## src/rtl/spi_state_pkg.sv

```systemverilog
package spi_state_pkg;

  localparam int NUM_STATE = 8;
  localparam int STRB_W    = 16;
  localparam int CFG_W     = 13;
  localparam int IRQ_W     = 3;

  // state bit order inside the flag bank
  localparam int ST_EN  = 0;
  localparam int ST_MS  = 1;
  localparam int ST_ME  = 2;
  localparam int ST_TE  = 3;
  localparam int ST_RE  = 4;
  localparam int ST_AE  = 5;
  localparam int ST_TUE = 6;
  localparam int ST_RUE = 7;

  localparam int REG_STROBE = 0;
  localparam int REG_STATUS = 1;
  localparam int REG_CFG    = 2;
  localparam int REG_IRQEN  = 3;

  localparam int STS_BUSY_BIT = 13;
  localparam int IRQ_ERR_BIT  = 2;

  function automatic int strobe_set_pos(input int idx);
    case (idx)
      ST_EN:   return 1;
      ST_MS:   return 3;
      ST_ME:   return 7;
      ST_TE:   return 12;
      ST_RE:   return 13;
      ST_AE:   return 14;
      ST_TUE:  return 15;
      default: return 5;
    endcase
  endfunction

  function automatic int strobe_clr_pos(input int idx);
    case (idx)
      ST_EN:   return 0;
      ST_MS:   return 2;
      ST_ME:   return 6;
      ST_TE:   return 8;
      ST_RE:   return 9;
      ST_AE:   return 10;
      ST_TUE:  return 11;
      default: return 4;
    endcase
  endfunction

  function automatic int status_pos(input int idx);
    case (idx)
      ST_EN:   return 0;
      ST_MS:   return 1;
      default: return idx + 5;
    endcase
  endfunction

  // check gate bit in the configuration word for gated sources (TE..RUE)
  function automatic int gate_pos(input int idx);
    return idx + 5;
  endfunction

endpackage

```

## src/rtl/spi_flag_bank.sv

```systemverilog
module spi_flag_bank #(
  parameter int N = 8
) (
  input  logic         clk,
  input  logic         rst_n,
  input  logic [N-1:0] set_i,
  input  logic [N-1:0] clr_i,
  input  logic [N-1:0] ev_i,
  output logic [N-1:0] q_o
);

  logic [N-1:0] q_r;
  logic [N-1:0] ce;
  logic [N-1:0] d;

  // event beats clear, clear beats set
  always_comb begin
    ce = set_i | clr_i | ev_i;
    d  = ev_i | (set_i & ~clr_i);
  end

  always_ff @(posedge clk or negedge rst_n) begin
    if (!rst_n) begin
      q_r <= '0;
    end else begin
      for (int i = 0; i < N; i++) begin
        if (ce[i]) q_r[i] <= d[i];
      end
    end
  end

  assign q_o = q_r;

endmodule

```

## src/rtl/spi_guard_reg.sv

```systemverilog
module spi_guard_reg #(
  parameter int W = 8
) (
  input  logic         clk,
  input  logic         rst_n,
  input  logic         we_i,
  input  logic         lock_i,
  input  logic [W-1:0] d_i,
  output logic [W-1:0] q_o
);

  logic [W-1:0] q_r;
  logic         ce;

  always_comb ce = we_i && !lock_i;

  always_ff @(posedge clk or negedge rst_n) begin
    if (!rst_n)  q_r <= '0;
    else if (ce) q_r <= d_i;
  end

  assign q_o = q_r;

endmodule

```

## src/rtl/spi_rd_mux.sv

```systemverilog
module spi_rd_mux
  import spi_state_pkg::*;
#(
  parameter int ADDR_W = 2,
  parameter int DATA_W = 16
) (
  input  logic [ADDR_W-1:0]    rd_addr,
  input  logic [NUM_STATE-1:0] state_i,
  input  logic                 busy_i,
  input  logic [CFG_W-1:0]     cfg_i,
  input  logic [IRQ_W-1:0]     irqen_i,
  output logic [DATA_W-1:0]    rd_data_o
);

  logic [DATA_W-1:0] sts;

  always_comb begin
    sts = '0;
    for (int i = 0; i < NUM_STATE; i++) sts[status_pos(i)] = state_i[i];
    sts[STS_BUSY_BIT] = busy_i;
  end

  always_comb begin
    rd_data_o = '0;
    if (rd_addr == ADDR_W'(REG_STATUS))     rd_data_o = sts;
    else if (rd_addr == ADDR_W'(REG_CFG))   rd_data_o[CFG_W-1:0] = cfg_i;
    else if (rd_addr == ADDR_W'(REG_IRQEN)) rd_data_o[IRQ_W-1:0] = irqen_i;
  end

endmodule

```

## src/rtl/spi_state_reg.sv

```systemverilog
module spi_state_reg
  import spi_state_pkg::*;
#(
  parameter int ADDR_W = 2,
  parameter int DATA_W = 16
) (
  input  logic              clk,
  input  logic              rst_n,
  input  logic              wr_en,
  input  logic [ADDR_W-1:0] wr_addr,
  input  logic [DATA_W-1:0] wr_data,
  input  logic [ADDR_W-1:0] rd_addr,
  output logic [DATA_W-1:0] rd_data,
  input  logic              ev_tx_ovf,
  input  logic              ev_rx_ovf,
  input  logic              ev_abort,
  input  logic              ev_tx_udf,
  input  logic              ev_rx_udf,
  input  logic              ev_mode_fault,
  input  logic              busy_i,
  output logic              enable_o,
  output logic              master_o,
  output logic [CFG_W-1:0]  mode_cfg_o,
  output logic              err_irq_o
);

  localparam int ERR_LO = ST_ME;

  logic [1:0]           rst_sync;
  logic                 rst_sn;
  logic                 strobe_we, cfg_we, irq_we;
  logic [NUM_STATE-1:0] set_v, clr_v, ev_raw, ev_g, state_q;
  logic [CFG_W-1:0]     cfg_q;
  logic [IRQ_W-1:0]     irqen_q;

  // asynchronous assert, synchronous release
  always_ff @(posedge clk or negedge rst_n) begin
    if (!rst_n) rst_sync <= 2'b00;
    else        rst_sync <= {rst_sync[0], 1'b1};
  end
  assign rst_sn = rst_sync[1];

  always_comb begin
    strobe_we = wr_en && (wr_addr == ADDR_W'(REG_STROBE));
    cfg_we    = wr_en && (wr_addr == ADDR_W'(REG_CFG));
    irq_we    = wr_en && (wr_addr == ADDR_W'(REG_IRQEN));
  end

  always_comb begin
    for (int i = 0; i < NUM_STATE; i++) begin
      set_v[i] = strobe_we && wr_data[strobe_set_pos(i)];
      clr_v[i] = strobe_we && wr_data[strobe_clr_pos(i)];
    end
  end

  assign ev_raw = {ev_rx_udf, ev_tx_udf, ev_abort, ev_rx_ovf, ev_tx_ovf,
                   ev_mode_fault, 2'b00};

  for (genvar i = 0; i < NUM_STATE; i++) begin : g_ev
    if (i >= ST_TE) begin : g_gated
      assign ev_g[i] = ev_raw[i] & cfg_q[gate_pos(i)];
    end else if (i == ST_ME) begin : g_open
      assign ev_g[i] = ev_raw[i];
    end else begin : g_none
      assign ev_g[i] = 1'b0;
    end
  end

  spi_flag_bank #(.N(NUM_STATE)) u_flags (
    .clk   (clk),
    .rst_n (rst_sn),
    .set_i (set_v),
    .clr_i (clr_v),
    .ev_i  (ev_g),
    .q_o   (state_q)
  );

  spi_guard_reg #(.W(CFG_W)) u_cfg (
    .clk    (clk),
    .rst_n  (rst_sn),
    .we_i   (cfg_we),
    .lock_i (state_q[ST_EN]),
    .d_i    (wr_data[CFG_W-1:0]),
    .q_o    (cfg_q)
  );

  spi_guard_reg #(.W(IRQ_W)) u_irqen (
    .clk    (clk),
    .rst_n  (rst_sn),
    .we_i   (irq_we),
    .lock_i (1'b0),
    .d_i    (wr_data[IRQ_W-1:0]),
    .q_o    (irqen_q)
  );

  spi_rd_mux #(.ADDR_W(ADDR_W), .DATA_W(DATA_W)) u_rd (
    .rd_addr   (rd_addr),
    .state_i   (state_q),
    .busy_i    (busy_i),
    .cfg_i     (cfg_q),
    .irqen_i   (irqen_q),
    .rd_data_o (rd_data)
  );

  assign enable_o   = state_q[ST_EN];
  assign master_o   = state_q[ST_MS];
  assign mode_cfg_o = cfg_q;
  assign err_irq_o  = irqen_q[IRQ_ERR_BIT] && (|state_q[NUM_STATE-1:ERR_LO]);

endmodule

```

## config.mk

```make
export PLATFORM = sky130hd
export DESIGN_NAME = spi_state_reg
export DESIGN_NICKNAME = d
export VERILOG_FILES = /design/src/rtl/spi_state_pkg.sv /design/src/rtl/spi_flag_bank.sv /design/src/rtl/spi_guard_reg.sv /design/src/rtl/spi_rd_mux.sv /design/src/rtl/spi_state_reg.sv
export SDC_FILE = /design/constraint.sdc
export NUM_CORES = 1
export LEC_CHECK = 0
export BUFFER_PORTS_ARGS = -buffer_cell sky130_fd_sc_hd__clkbuf_2
export CORE_ASPECT_RATIO = 0.5
export CORE_UTILIZATION = 35
export DETAILED_ROUTE_END_ITERATION = 10
export PLACE_DENSITY_LB_ADDON = 0.08
export SLEW_MARGIN = 25
export SYNTH_ARGS = -nofsm -noshare
export SYNTH_HDL_FRONTEND = slang
export SYNTH_HIERARCHICAL = 1
export SYNTH_SLANG_ARGS = --single-unit
```

## constraint.sdc

```tcl
create_clock -name clk -period 1.2 [get_ports clk]
set_input_delay 0 -clock clk [delete_from_list [all_inputs] [get_ports clk]]
set_output_delay 0 -clock clk [all_outputs]
set_load 0.02 [all_outputs]
```

== Word level (Yosys, flattened, before mapping) ==
Cells that the tools add are included.

* Output and inout bits: 32
* Memories kept: 0
* Bits in writable memories: 0
* Word-level logic and storage cells: 55
* Latch bits: 0
* Bits in registers: 26
* ROM bits: 0

* Shift-type cells: 0
* Add/subtract/negate cells: 0
* $mul: 0
* Reductions and logical operators: 24
* Bitwise operators: 10
* Equality and inequality tests: 5
* Order comparisons: 0
* Divide/modulo/power cells: 0
* Multiplexer cells: 5

{| class="wikitable"
|+ Operators by type and width
! kind !! count
|-
| bitwise OR 8 bit || 3
|-
| logical AND 1 bit || 21
|-
| 2-to-1 mux 13 bit || 1
|-
| 2-to-1 mux 10 bit || 1
|-
| AND 8 bit || 1
|-
| equality test 2 bit (second input constant) || 4
|-
| NOT 8 bit || 1
|-
| 2-to-1 mux 3 bit || 2
|-
| OR reduction 6 bit || 1
|-
| AND 1 bit || 5
|-
| equality test 2 x 1 -> 1 bit (second input constant) || 1
|-
| logical NOT 2 bit || 1
|-
| logical NOT 1 bit || 1
|-
| 2-to-1 mux 1 bit || 1
|}

== Logic depth before layout (Yosys ltp) ==
Gate-level depths: netlist of run 1.

* Depth in word-level cells: 6
* Gate-level depth with buffers: 5

== By module ==
The synthesis of run 1 kept the hierarchy.

{| class="wikitable"
|+ Modules (own cells, without submodules)
! module !! area an instance (um^2) !! cells each !! times used
|-
| spi_guard_reg at u_cfg || 543.0 || 28 || 1
|-
| spi_flag_bank || 320.3 || 24 || 1
|-
| spi_state_reg || 235.2 || 32 || 1
|-
| spi_rd_mux || 193.9 || 23 || 1
|-
| spi_guard_reg at u_irqen || 133.9 || 7 || 1
|}

== Least setup slack after synthesis of run 1 ==
Ideal clock, no wire load.

* Path kind: reg2reg
* Start point: register u_flags.q_r[0] (netlist: u_flags/q_o[0])
* End point: register u_cfg.q_r[0] (netlist: u_cfg/q_o[0])
* Stages on the path, launching flop included: 4
* Path slack: -0.041 ns
* Required time: 1.075 ns
* Data arrival time: 1.116 ns
* Clock period less this slack: 1.241 ns
* Cell sequence: dfrtp_1 -> nor2b_4 -> buf_12 -> mux2_4

* Word-level cells in the longest chain between the ends: 2

{| class="wikitable"
|+ RTL lines
! element !! RTL line !! RTL
|-
| start, declared || spi_flag_bank.sv:12 || <nowiki>logic [N-1:0] q_r;</nowiki>
|-
| start signal, assigned by index || spi_flag_bank.sv:27 || <nowiki>if (ce[i]) q_r[i] <= d[i];</nowiki>
|-
| logical NOT 1 bit || spi_guard_reg.sv:15 || <nowiki>always_comb ce = we_i && !lock_i;</nowiki>
|-
| logical AND 1 bit || spi_guard_reg.sv:15 ||
|-
| end signal, assigned || spi_guard_reg.sv:19 || <nowiki>else if (ce) q_r <= d_i;</nowiki>
|-
| end, declared || spi_guard_reg.sv:12 || <nowiki>logic [W-1:0] q_r;</nowiki>
|}

Every way passes these cells.
A chain may end at the register's enable or synchronous reset.

== Final worst setup path of run 1 ==
* Start point: register u_flags.q_r[3] (netlist: u_flags/q_o[3])
* End point: output err_irq_o

* Word-level cells in the longest chain between the ends: 2

{| class="wikitable"
|+ RTL lines
! element !! RTL line !! RTL
|-
| OR reduction 6 bit || spi_state_reg.sv:108 || <nowiki>assign err_irq_o = irqen_q[IRQ_ERR_BIT] && (|state_q[NUM_STATE-1:ERR_LO]);</nowiki>
|-
| logical AND 1 bit || spi_state_reg.sv:108 ||
|-
| end, declared || spi_state_reg.sv:24 || <nowiki>output logic err_irq_o</nowiki>
|}

Every way passes these cells.

==> results of run 1 <==
## path summary, 6_finish.rpt
| kind | start | end | slack, ns | cells after the start |
|---|---|---|---|---|
| setup / recovery | u_flags/q_o[3]$_DFFE_PN0P_ | err_irq_o | -0.39 | 3 |
| hold / removal | ev_tx_ovf | u_flags/q_o[3]$_DFFE_PN0P_ | 0.02 | 3 |
| setup reg to reg | u_flags/q_o[0]$_DFFE_PN0P_ | u_cfg/q_o[6]$_DFFE_PN0P_ | -0.07 | 4 |
| hold reg to reg | rst_sync[1]$_DFF_PN0_ | u_cfg/q_o[6]$_DFFE_PN0P_ | 0.22 | 1 |
| max in group asynchronous | rst_sync[1]$_DFF_PN0_ | u_flags/q_o[0]$_DFFE_PN0P_ | 0.72 | 1 |
| min in group asynchronous | rst_n | rst_sync[0]$_DFF_PN0_ | 0.04 | 2 |
## layout make-up
type,count,area [µm²],area share (%)
tap,51,63.81,3.025
multi-input combinational,86,752.0,35.65
clock buffer,4,55.05,2.610
timing repair buffer,85,586.8,27.82
sequential,26,651.9,30.90
## logic make-up (layout without fill, tap and decap cells)
family	after synthesis	count (layout)
compound gates	17	17
buf+inv	5	89
flops	26	26
mux	19	19
other cells	3	6
simple gates	44	44
## cell usage in the layout (no fill, tap or decap), drive strengths merged
| master | instances |
|---|---|
| a22o | 8 |
| and2 | 26 |
| and2b | 1 |
| and3 | 1 |
| buf | 13 |
| clkbuf | 61 |
| conb | 6 |
| dfrtp | 26 |
| dlygate4sd3 | 15 |
| mux2 | 18 |
| mux2i | 1 |
| nand2 | 1 |
| nor2 | 9 |
| nor2b | 4 |
| nor3b | 1 |
| o21bai | 8 |
| o31a | 1 |
| or4 | 1 |
## layer usage
metal	global-route usage [%]	up-vias	part of all wire (%)
met5	0	-	0
met3	4.693	2	4.1
li1	-	553	-
met4	2.813	0	0.24
met2	29.55	28	47
met1	20.74	555	49
## through the flow
stage	power, µW	hold slack [ns]	util [%]	cells
floorplan	1645	-0.2956	-	117
global placement	1925	-0.2133	50.29	231
detailed placement	1936	-0.2116	50.29	231
CTS	2602	0.01912	57.50	253
global route	2727	0.02018	57.64	252
finish	2571	0.02470	57.64	252
## cells in the mapped netlist, drive strengths merged
cell type	number
conb	3
and2	26
nor2b	4
and3	1
and2b	1
buf	4
o21bai	8
or4	1
o31a	1
nand2	1
mux2i	1
mux2	18
clkbuf	1
nor2	9
dfrtp	26
nor3b	1
a22o	8
## critical path, delay by kind of cell (launching register included)
family / cells / cell delay [ns]
buf+inv: 1 / 0.15
flops: 1 / 0.38
compound gates: 1 / 0.26
simple gates: 1 / 0.53
## sequential cells by signal, summed over array words and instances (netlist names)
name / cells
rst_sync: 2
u_cfg/q_o: 13
u_flags/q_o: 8
u_irqen/q_o: 3
## timing repair
item                                   in CTS  in global routing
pin swaps                                   1                  2
buffers inserted                            3                  0
hold buffers                               15                  0
setup endpoints to repair                   6                 17
resized for setup                           9                  6
endpoints found under the hold margin      18                  0
cloned                                      0                  0
## power by group
group / internal, µW / switching (µW) / leakage (µW)
Sequential: 1020 / 112 / 0.000310
Clock: 293 / 277 / 0.0000288
Combinational: 465 / 400 / 0.000721
Total: 1780 / 789 / 0.00106
==> results.sh, run 1 <==
export IMPL_outcome="complete, but fails checks"
export IMPL_violations="setup timing"
export IMPL_synth_top_area_share_pct=45.61
export IMPL_chipWidth_um=92.28
export IMPL_critical_path_endpoint_type="output port"
export IMPL_synth_sequential_area_ratio_pct=45.61
export IMPL_worst_ep_required_time_ns=1.20
export IMPL_gpl_final_weighted_congestion=0.6596
export IMPL_synthXorXnorAreaFrac_pct=0
export IMPL_cts_buffers=3
export IMPL_nets=232
export IMPL_synth_top_cell_by_area="sky130_fd_sc_hd__dfrtp_1"
export IMPL_worst_setup_path_start_kind="flop"
export IMPL_clock_tree_from_tritoncts="done"
export IMPL_adder_cell_share_of_the_synthesized_area_pct=0
export IMPL_buffer_ports_inserted=59
export IMPL_initial_core_utilization_pct=38.97
export IMPL_timing_final_max_slew_violations=0
export IMPL_detail_route_iter0_violations=26
export IMPL_totalWireLength_mm=3.322
export IMPL_wl_per_cell_um=13.18
export IMPL_synth_top_family_by_area="simple AND/OR/NAND/NOR gates"
export IMPL_fillers=340
export IMPL_cts_max_level=1
export IMPL_grt_max_degree=25
export IMPL_synth_seq_cells=26
export IMPL_yosysWarningCount=6
export IMPL_hold_viol_final=0
export IMPL_max_freq_ghz=0.6302
export IMPL_grt_pass1_wl_mm=5.278
export IMPL_crit_fanout=2
export IMPL_irDropWorstVdd_v=0.0005462
export IMPL_drt_drc_violations_left=0
export IMPL_cts_root_buf="sky130_fd_sc_hd__clkbuf_8"
export IMPL_synthesis_instances=114
export IMPL_rsz0062_at_grt="true"
export IMPL_worstSkewPairLatency_ns=0.27
export IMPL_holdCritPathClass="primary input to flop"
export IMPL_via_count_of_the_first_global_routing_pass=1133
export IMPL_floorplan_io_pins=62
export IMPL_diodes=0
export IMPL_worst_endpoint_arrival_ns=1.59
export IMPL_dr_total_vias=1138
export IMPL_timing_final_crit_share_pct=132.2
export IMPL_worst_path_max_delay_cell="sky130_fd_sc_hd__or4_1"
export IMPL_synth_top_cells_by_area="sky130_fd_sc_hd__dfrtp_1 (46%), sky130_fd_sc_hd__mux2_4 (14%), sky130_fd_sc_hd__and2_1 (11%), sky130_fd_sc_hd__o21bai_2 (6.3%), sky130_fd_sc_hd__a22o_1 (4.9%)"
export IMPL_crit_type="flop to output port"
export IMPL_postPlaceCellArea_um2=1841
export IMPL_firstDrtPassIters=4
export IMPL_final_cell_area_um2=2110
export IMPL_dp_hpwl_mm=2.372
export IMPL_post_synth_mux_area_share_pct=18.33
export IMPL_die_area_um2=4350
export IMPL_num_rows=15
export IMPL_grt_ovfl_total=0
export IMPL_grt_use_total_pct=16.40
export IMPL_syn_cell_area_um2=1426
export IMPL_final_period_minus_worst_setup_slack_ns=1.587
export IMPL_cp_slowest_stage_delay_ns=0.53
export IMPL_power_per_cell_area_nw_per_um2=1219
export IMPL_synthesis_area_per_instance_um2=12.51
export IMPL_final_critical_path_setup_slack_ns=-0.3868
export IMPL_synth_simple_gate_area_share_pct=19.91
export IMPL_timing_critical_path_cells="or4_1 > o31a_1 > clkbuf_8"
export IMPL_number_of_clock_sinks_seen_by_cts=26
export IMPL_vias_per_cell=4.516
export IMPL_clk_pin_slew_worst_paths_ns=0.09
export IMPL_setup_tns_ns=-1.367
export IMPL_antenna_found_initial=0
export IMPL_cellLeakagePower_uw=0.001060
export IMPL_drive_gt1_share_pct=52.74
export IMPL_synthToLayoutAreaGrowth_pct=47.89
export IMPL_clock_tree_buffer_depth=2
export IMPL_fp_dieH_um=47.14
export IMPL_setup_viol=16
export IMPL_maxCapViolations=0
export IMPL_coreArea_um2=3660
export IMPL_preCtsSetupSlack_ns=-0.09478
export IMPL_antenna_left=0
export IMPL_fraction_of_the_mapped_netlist_area_in_compound_gates_pct=11.84
export IMPL_synth_distinct_cells=22
export IMPL_skew_ns=0.006529
(Power assumes the default switching activity.)
==> run 2, diff against run 1 <==
- CORE_ASPECT_RATIO: 0.5 -> 1.1
- clock period: 1.2 -> 2 ns (I/O delays scaled with it)
==> run 2 against run 1 <==
- highest routed layer unchanged
- clock power is 41% lower
- power is 42% lower
- final cell count is 4.0% lower
- setup slack better by 0.75 ns
- wire length is 3.0% lower
- clock skew is 0.0045 ns lower
- sequential share of layout area is 2.2 points higher
- hold slack better by 0.0029 ns
- register-to-register slack better by 0.64 ns
- the flow now finishes without violations
- die area is 0.35% lower
- core utilization is 5.5 points lower
==> results.sh, run 2 (synthesis results as in run 1) <==
export IMPL_coreArea_um2=3770
export IMPL_dr_total_vias=1076
export IMPL_wl_per_cell_um=13.32
export IMPL_worstSkewPairLatency_ns=0.26
export IMPL_gpl_final_weighted_congestion=0.7762
export IMPL_skew_ns=0.002031
export IMPL_worst_ep_required_time_ns=2.00
export IMPL_cts_buffers=3
export IMPL_vias_per_cell=4.446
export IMPL_cp_num_buf_inv=1
export IMPL_instances_no_fill=242
export IMPL_hold_viol_final=0
export IMPL_worst_setup_path_start_kind="flop"
export IMPL_numPlacedInstances=223
export IMPL_finish_utilization_pct=52.14
export IMPL_maxCapViolations=0
export IMPL_totalWireLength_mm=3.224
export IMPL_irDropWorstVdd_v=0.0003181
export IMPL_cts_root_buf="sky130_fd_sc_hd__clkbuf_8"
export IMPL_crit_type="flop to output port"
export IMPL_rrSetupSlack_ns=0.57
export IMPL_cts_max_level=1
export IMPL_timing_critical_path_cells="or4_1 > o31a_1 > clkbuf_2"
export IMPL_die_area_um2=4335
export IMPL_antenna_left=0
export IMPL_rsz0062_at_grt="false"
export IMPL_diodes=0
export IMPL_clk_pin_slew_worst_paths_ns=0.09
export IMPL_chipWidth_um=62.87
export IMPL_preCtsSetupSlack_ns=0.5640
export IMPL_initial_core_utilization_pct=37.84
export IMPL_most_frequent_standard_cell_in_the_layout_excluding_fill_and_tap_cells="sky130_fd_sc_hd__clkbuf_2"
export IMPL_post_cts_buffers=0
export IMPL_worst_path_max_delay_cell="sky130_fd_sc_hd__or4_1"
export IMPL_antenna_found_initial=0
export IMPL_detail_route_iter0_violations=34
export IMPL_cp_slowest_stage_delay_ns=0.55
export IMPL_setup_tns_ns=0
export IMPL_final_cell_area_um2=1966
export IMPL_outcome="complete, no violations"
export IMPL_drt_drc_violations_left=0
export IMPL_cellLeakagePower_uw=0.0009910
export IMPL_timing_final_crit_share_pct=81.66
export IMPL_final_critical_path_setup_slack_ns=0.3668
export IMPL_via_count_of_the_first_global_routing_pass=1131
export IMPL_drive_gt1_share_pct=49.48
export IMPL_number_of_clock_sinks_seen_by_cts=26
export IMPL_timing_final_max_slew_violations=0
export IMPL_clock_tree_buffer_depth=2
export IMPL_buffer_ports_inserted=59
export IMPL_dp_hpwl_mm=2.358
export IMPL_clock_tree_from_tritoncts="done"
export IMPL_holdCritPathClass="primary input to flop"
export IMPL_critical_path_endpoint_type="output port"
export IMPL_synthToLayoutAreaGrowth_pct=37.81
export IMPL_num_rows=23
export IMPL_nets=223
export IMPL_max_freq_ghz=0.6123
export IMPL_tightest_slew_ns=0.5404
export IMPL_layout_cells_most_common_list="sky130_fd_sc_hd__clkbuf_2 (59), sky130_fd_sc_hd__and2_1 (26), sky130_fd_sc_hd__dfrtp_1 (26), sky130_fd_sc_hd__dlygate4sd3_1 (15), sky130_fd_sc_hd__mux2_4 (13)"
export IMPL_power_per_cell_area_nw_per_um2=755.2
export IMPL_cp_top_family="simple AND/OR/NAND/NOR gates"
export IMPL_crit_fanout=3
export IMPL_grt_use_total_pct=16.48
export IMPL_final_period_minus_worst_setup_slack_ns=1.633
export IMPL_postPlaceCellArea_um2=1760
export IMPL_worst_endpoint_arrival_ns=1.63
export IMPL_maxSlewHeadroom_pct=63.89
export IMPL_grt_max_degree=25
export IMPL_fp_dieH_um=68.96
export IMPL_floorplan_io_pins=62
export IMPL_firstDrtPassIters=3
export IMPL_grt_ovfl_total=0
export IMPL_grt_pass1_wl_mm=5.395
export IMPL_largest_reg_flops=13
export IMPL_setup_viol=0
-- run 2: area by class of cell --
class / count / area (µm²)
fillers: 378 / 1804
clock buffers: 4 / 55.05
well taps: 50 / 62.56
repair buffers: 76 / 460.4
flip-flops and latches: 26 / 650.6
multi-input cells: 86 / 737.0
-- run 2: what timing repair did --
action	in CTS	in global routing
resized for setup	0	0
endpoints found under the hold margin	17	0
hold buffers	15	0
-- run 2: worst reg2reg max path: cells and delay by family (launching register included) --
family / cells / cell delay, ns
muxes: 1 / 0.40
DFF: 1 / 0.44
and+or+nand+nor: 1 / 0.48
-- run 2: path summary, 6_finish.rpt --
| path | startpoint | endpoint | cells after the start |
|---|---|---|---|
| worst min-delay path | ev_rx_ovf | u_flags/q_o[4]$_DFFE_PN0P_ | 3 |
| worst max register to register | u_flags/q_o[0]$_DFFE_PN0P_ | u_cfg/q_o[12]$_DFFE_PN0P_ | 2 |
| worst min register to register | rst_sync[1]$_DFF_PN0_ | u_flags/q_o[2]$_DFFE_PN0P_ | 1 |
| worst max-delay path | u_flags/q_o[3]$_DFFE_PN0P_ | err_irq_o | 3 |
| min in group asynchronous | rst_n | rst_sync[0]$_DFF_PN0_ | 2 |
| max in group asynchronous | rst_sync[1]$_DFF_PN0_ | u_irqen/q_o[2]$_DFFE_PN0P_ | 1 |
-- run 2: report_power, final --
group	switching [µW]	total, µW	internal, µW
sequential	73.1	688	615
combinational	227	458	232
clock	163	338	176
-- run 2: layer usage --
metal | track usage (%) | wire length (µm) | vias up
met4 | 4.942 | 19 | 0
met1 | 19.82 | 1495 | 496
met2 | 30.65 | 1553 | 39
li1 | - | - | 539
met5 | 0 | 0 | -
met3 | 2.467 | 155 | 2
-- run 2: through the flow --
stage,hold slack (ns),total power (µW)
floorplan,-0.2956,986.6
global placement,-0.2151,1130
detailed placement,-0.2104,1139
CTS,0.02179,1503
global route,0.02686,1570
finish,0.02761,1484
==> run 3, diff against run 2 <==
- clock period: 2 -> 1.54 ns (I/O delays scaled with it)
==> run 3 against run 2 <==
- the run now ends with setup timing left
- sequential power rose by 29%
- critical path depth did not move
- hold slack got worse by 0.0087 ns
==> results.sh, run 3 (synthesis results as in run 1) <==
export IMPL_setup_tns_ns=-0.06588
export IMPL_cp_num_buf_inv=1
export IMPL_hold_viol_final=0
export IMPL_grt_ovfl_total=0
export IMPL_cts_max_level=1
export IMPL_largest_reg_flops=13
export IMPL_worst_ep_required_time_ns=1.54
export IMPL_die_area_um2=4335
export IMPL_cellLeakagePower_uw=0.001009
export IMPL_diodes=0
export IMPL_crit_type="flop to output port"
export IMPL_num_rows=23
export IMPL_antenna_left=0
export IMPL_worst_path_max_delay_cell="sky130_fd_sc_hd__or4_4"
export IMPL_clock_tree_buffer_depth=2
export IMPL_grt_max_degree=25
export IMPL_crit_fanout=2
export IMPL_most_frequent_standard_cell_in_the_layout_excluding_fill_and_tap_cells="sky130_fd_sc_hd__clkbuf_2"
export IMPL_synthToLayoutAreaGrowth_pct=39.65
export IMPL_power_per_cell_area_nw_per_um2=950.1
export IMPL_clock_tree_from_tritoncts="done"
export IMPL_setup_viol=1
export IMPL_number_of_clock_sinks_seen_by_cts=26
export IMPL_coreArea_um2=3770
export IMPL_nets=227
export IMPL_drt_drc_violations_left=0
export IMPL_rrSetupSlack_ns=0.33
export IMPL_holdCritPathClass="primary input to flop"
export IMPL_critical_path_endpoint_type="output port"
export IMPL_postPlaceCellArea_um2=1775
export IMPL_final_cell_area_um2=1992
export IMPL_worst_endpoint_arrival_ns=1.61
export IMPL_rsz0062_at_grt="true"
export IMPL_detail_route_iter0_violations=34
export IMPL_total_power_uw=1893
export IMPL_grt_pass1_wl_mm=5.299
export IMPL_dr_total_vias=1133
export IMPL_firstDrtPassIters=4
export IMPL_timing_critical_path_cells="or4_4 > o31a_1 > clkbuf_8"
export IMPL_gpl_final_weighted_congestion=0.7551
export IMPL_dp_hpwl_mm=2.374
export IMPL_finish_utilization_pct=52.84
export IMPL_chipWidth_um=62.87
export IMPL_floorplan_io_pins=62
export IMPL_skew_ns=0.001291
export IMPL_final_critical_path_setup_slack_ns=-0.06588
export IMPL_totalWireLength_mm=3.332
export IMPL_outcome="complete, but fails checks"
export IMPL_timing_final_max_slew_violations=0
export IMPL_cp_top_family="simple AND/OR/NAND/NOR gates"
export IMPL_worst_setup_path_start_kind="flop"
export IMPL_max_freq_ghz=0.6227
export IMPL_fp_dieH_um=68.96
export IMPL_grt_use_total_pct=16.00
export IMPL_via_count_of_the_first_global_routing_pass=1129
export IMPL_clk_pin_slew_worst_paths_ns=0.09
export IMPL_violations="setup timing"
export IMPL_wl_per_cell_um=13.60
export IMPL_final_period_minus_worst_setup_slack_ns=1.606
export IMPL_cp_slowest_stage_delay_ns=0.54
export IMPL_antenna_found_initial=0
export IMPL_irDropWorstVdd_v=0.0004089
export IMPL_maxCapViolations=0
export IMPL_cts_root_buf="sky130_fd_sc_hd__clkbuf_8"
export IMPL_buffer_ports_inserted=59
export IMPL_initial_core_utilization_pct=37.84
export IMPL_worstSkewPairLatency_ns=0.26
export IMPL_register_area_um2=650.6
export IMPL_cts_buffers=3
export IMPL_fillers=361
export IMPL_vias_per_cell=4.624
export IMPL_timing_final_crit_share_pct=104.3
export IMPL_multiInputGateArea_um2=740.7
export IMPL_drive_gt1_share_pct=51.28
export IMPL_layout_cells_most_common_list="sky130_fd_sc_hd__clkbuf_2 (58), sky130_fd_sc_hd__and2_1 (26), sky130_fd_sc_hd__dfrtp_1 (26), sky130_fd_sc_hd__dlygate4sd3_1 (14), sky130_fd_sc_hd__mux2_4 (13)"
export IMPL_preCtsSetupSlack_ns=0.2404
[run 3: stage by stage]
stage,hold WS [ns],cells
CTS,0.006856,244
global route,0.01121,245
finish,0.01893,245
detailed placement,-0.2129,225
global placement,-0.2141,225
floorplan,-0.2956,117
[run 3: layout make-up]
cell class | count | share of cell area [%]
multi-input cells | 86 | 37.19
flip-flops and latches | 26 | 32.66
well taps | 50 | 3.141
repair buffers | 80 | 24.94
clock buffers | 3 | 2.073
[run 3: power by group]
part	total [µW]	switching, µW	internal [µW]
clock	377	202	175
sequential	890	91.6	798
combinational	626	302	324
total	1890	595	1300
[run 3: worst register-to-register path: cells and delay by family, from the launching register on]
kind,cells,cell delay [ns]
buffers and inverters,1,0.19
and+or+nand+nor,1,0.14
DFF,1,0.44
muxes,1,0.34
[run 3: worst paths after layout]
kind	startpoint	to	depth (start not counted)
setup reg to reg	u_flags/q_o[0]$_DFFE_PN0P_	u_cfg/q_o[12]$_DFFE_PN0P_	3
min in group asynchronous	rst_n	rst_sync[0]$_DFF_PN0_	2
max in group asynchronous	rst_sync[1]$_DFF_PN0_	u_irqen/q_o[0]$_DFFE_PN0P_	1
setup / recovery	u_flags/q_o[3]$_DFFE_PN0P_	err_irq_o	3
hold reg to reg	rst_sync[1]$_DFF_PN0_	u_cfg/q_o[6]$_DFFE_PN0P_	1
hold / removal	wr_data[2]	u_irqen/q_o[2]$_DFFE_PN0P_	2
[run 3: timing repair]
action / in CTS / in global routing
hold buffers: 14 / 0
setup endpoints to repair: 1 / 1
setup buffers: 2 / 1
resized for setup: 2 / 1
hold endpoints to repair: 17 / 0
[run 3: per-layer routing]
| layer | track usage [%] | up-vias | share of wire (%) |
|---|---|---|---|
| met1 | 19.20 | 542 | 46 |
| met3 | 2.961 | 2 | 4.7 |
| li1 | - | 550 | - |
| met4 | 4.360 | 0 | 0.57 |
| met5 | 0 | - | 0 |
| met2 | 29.57 | 39 | 49 |
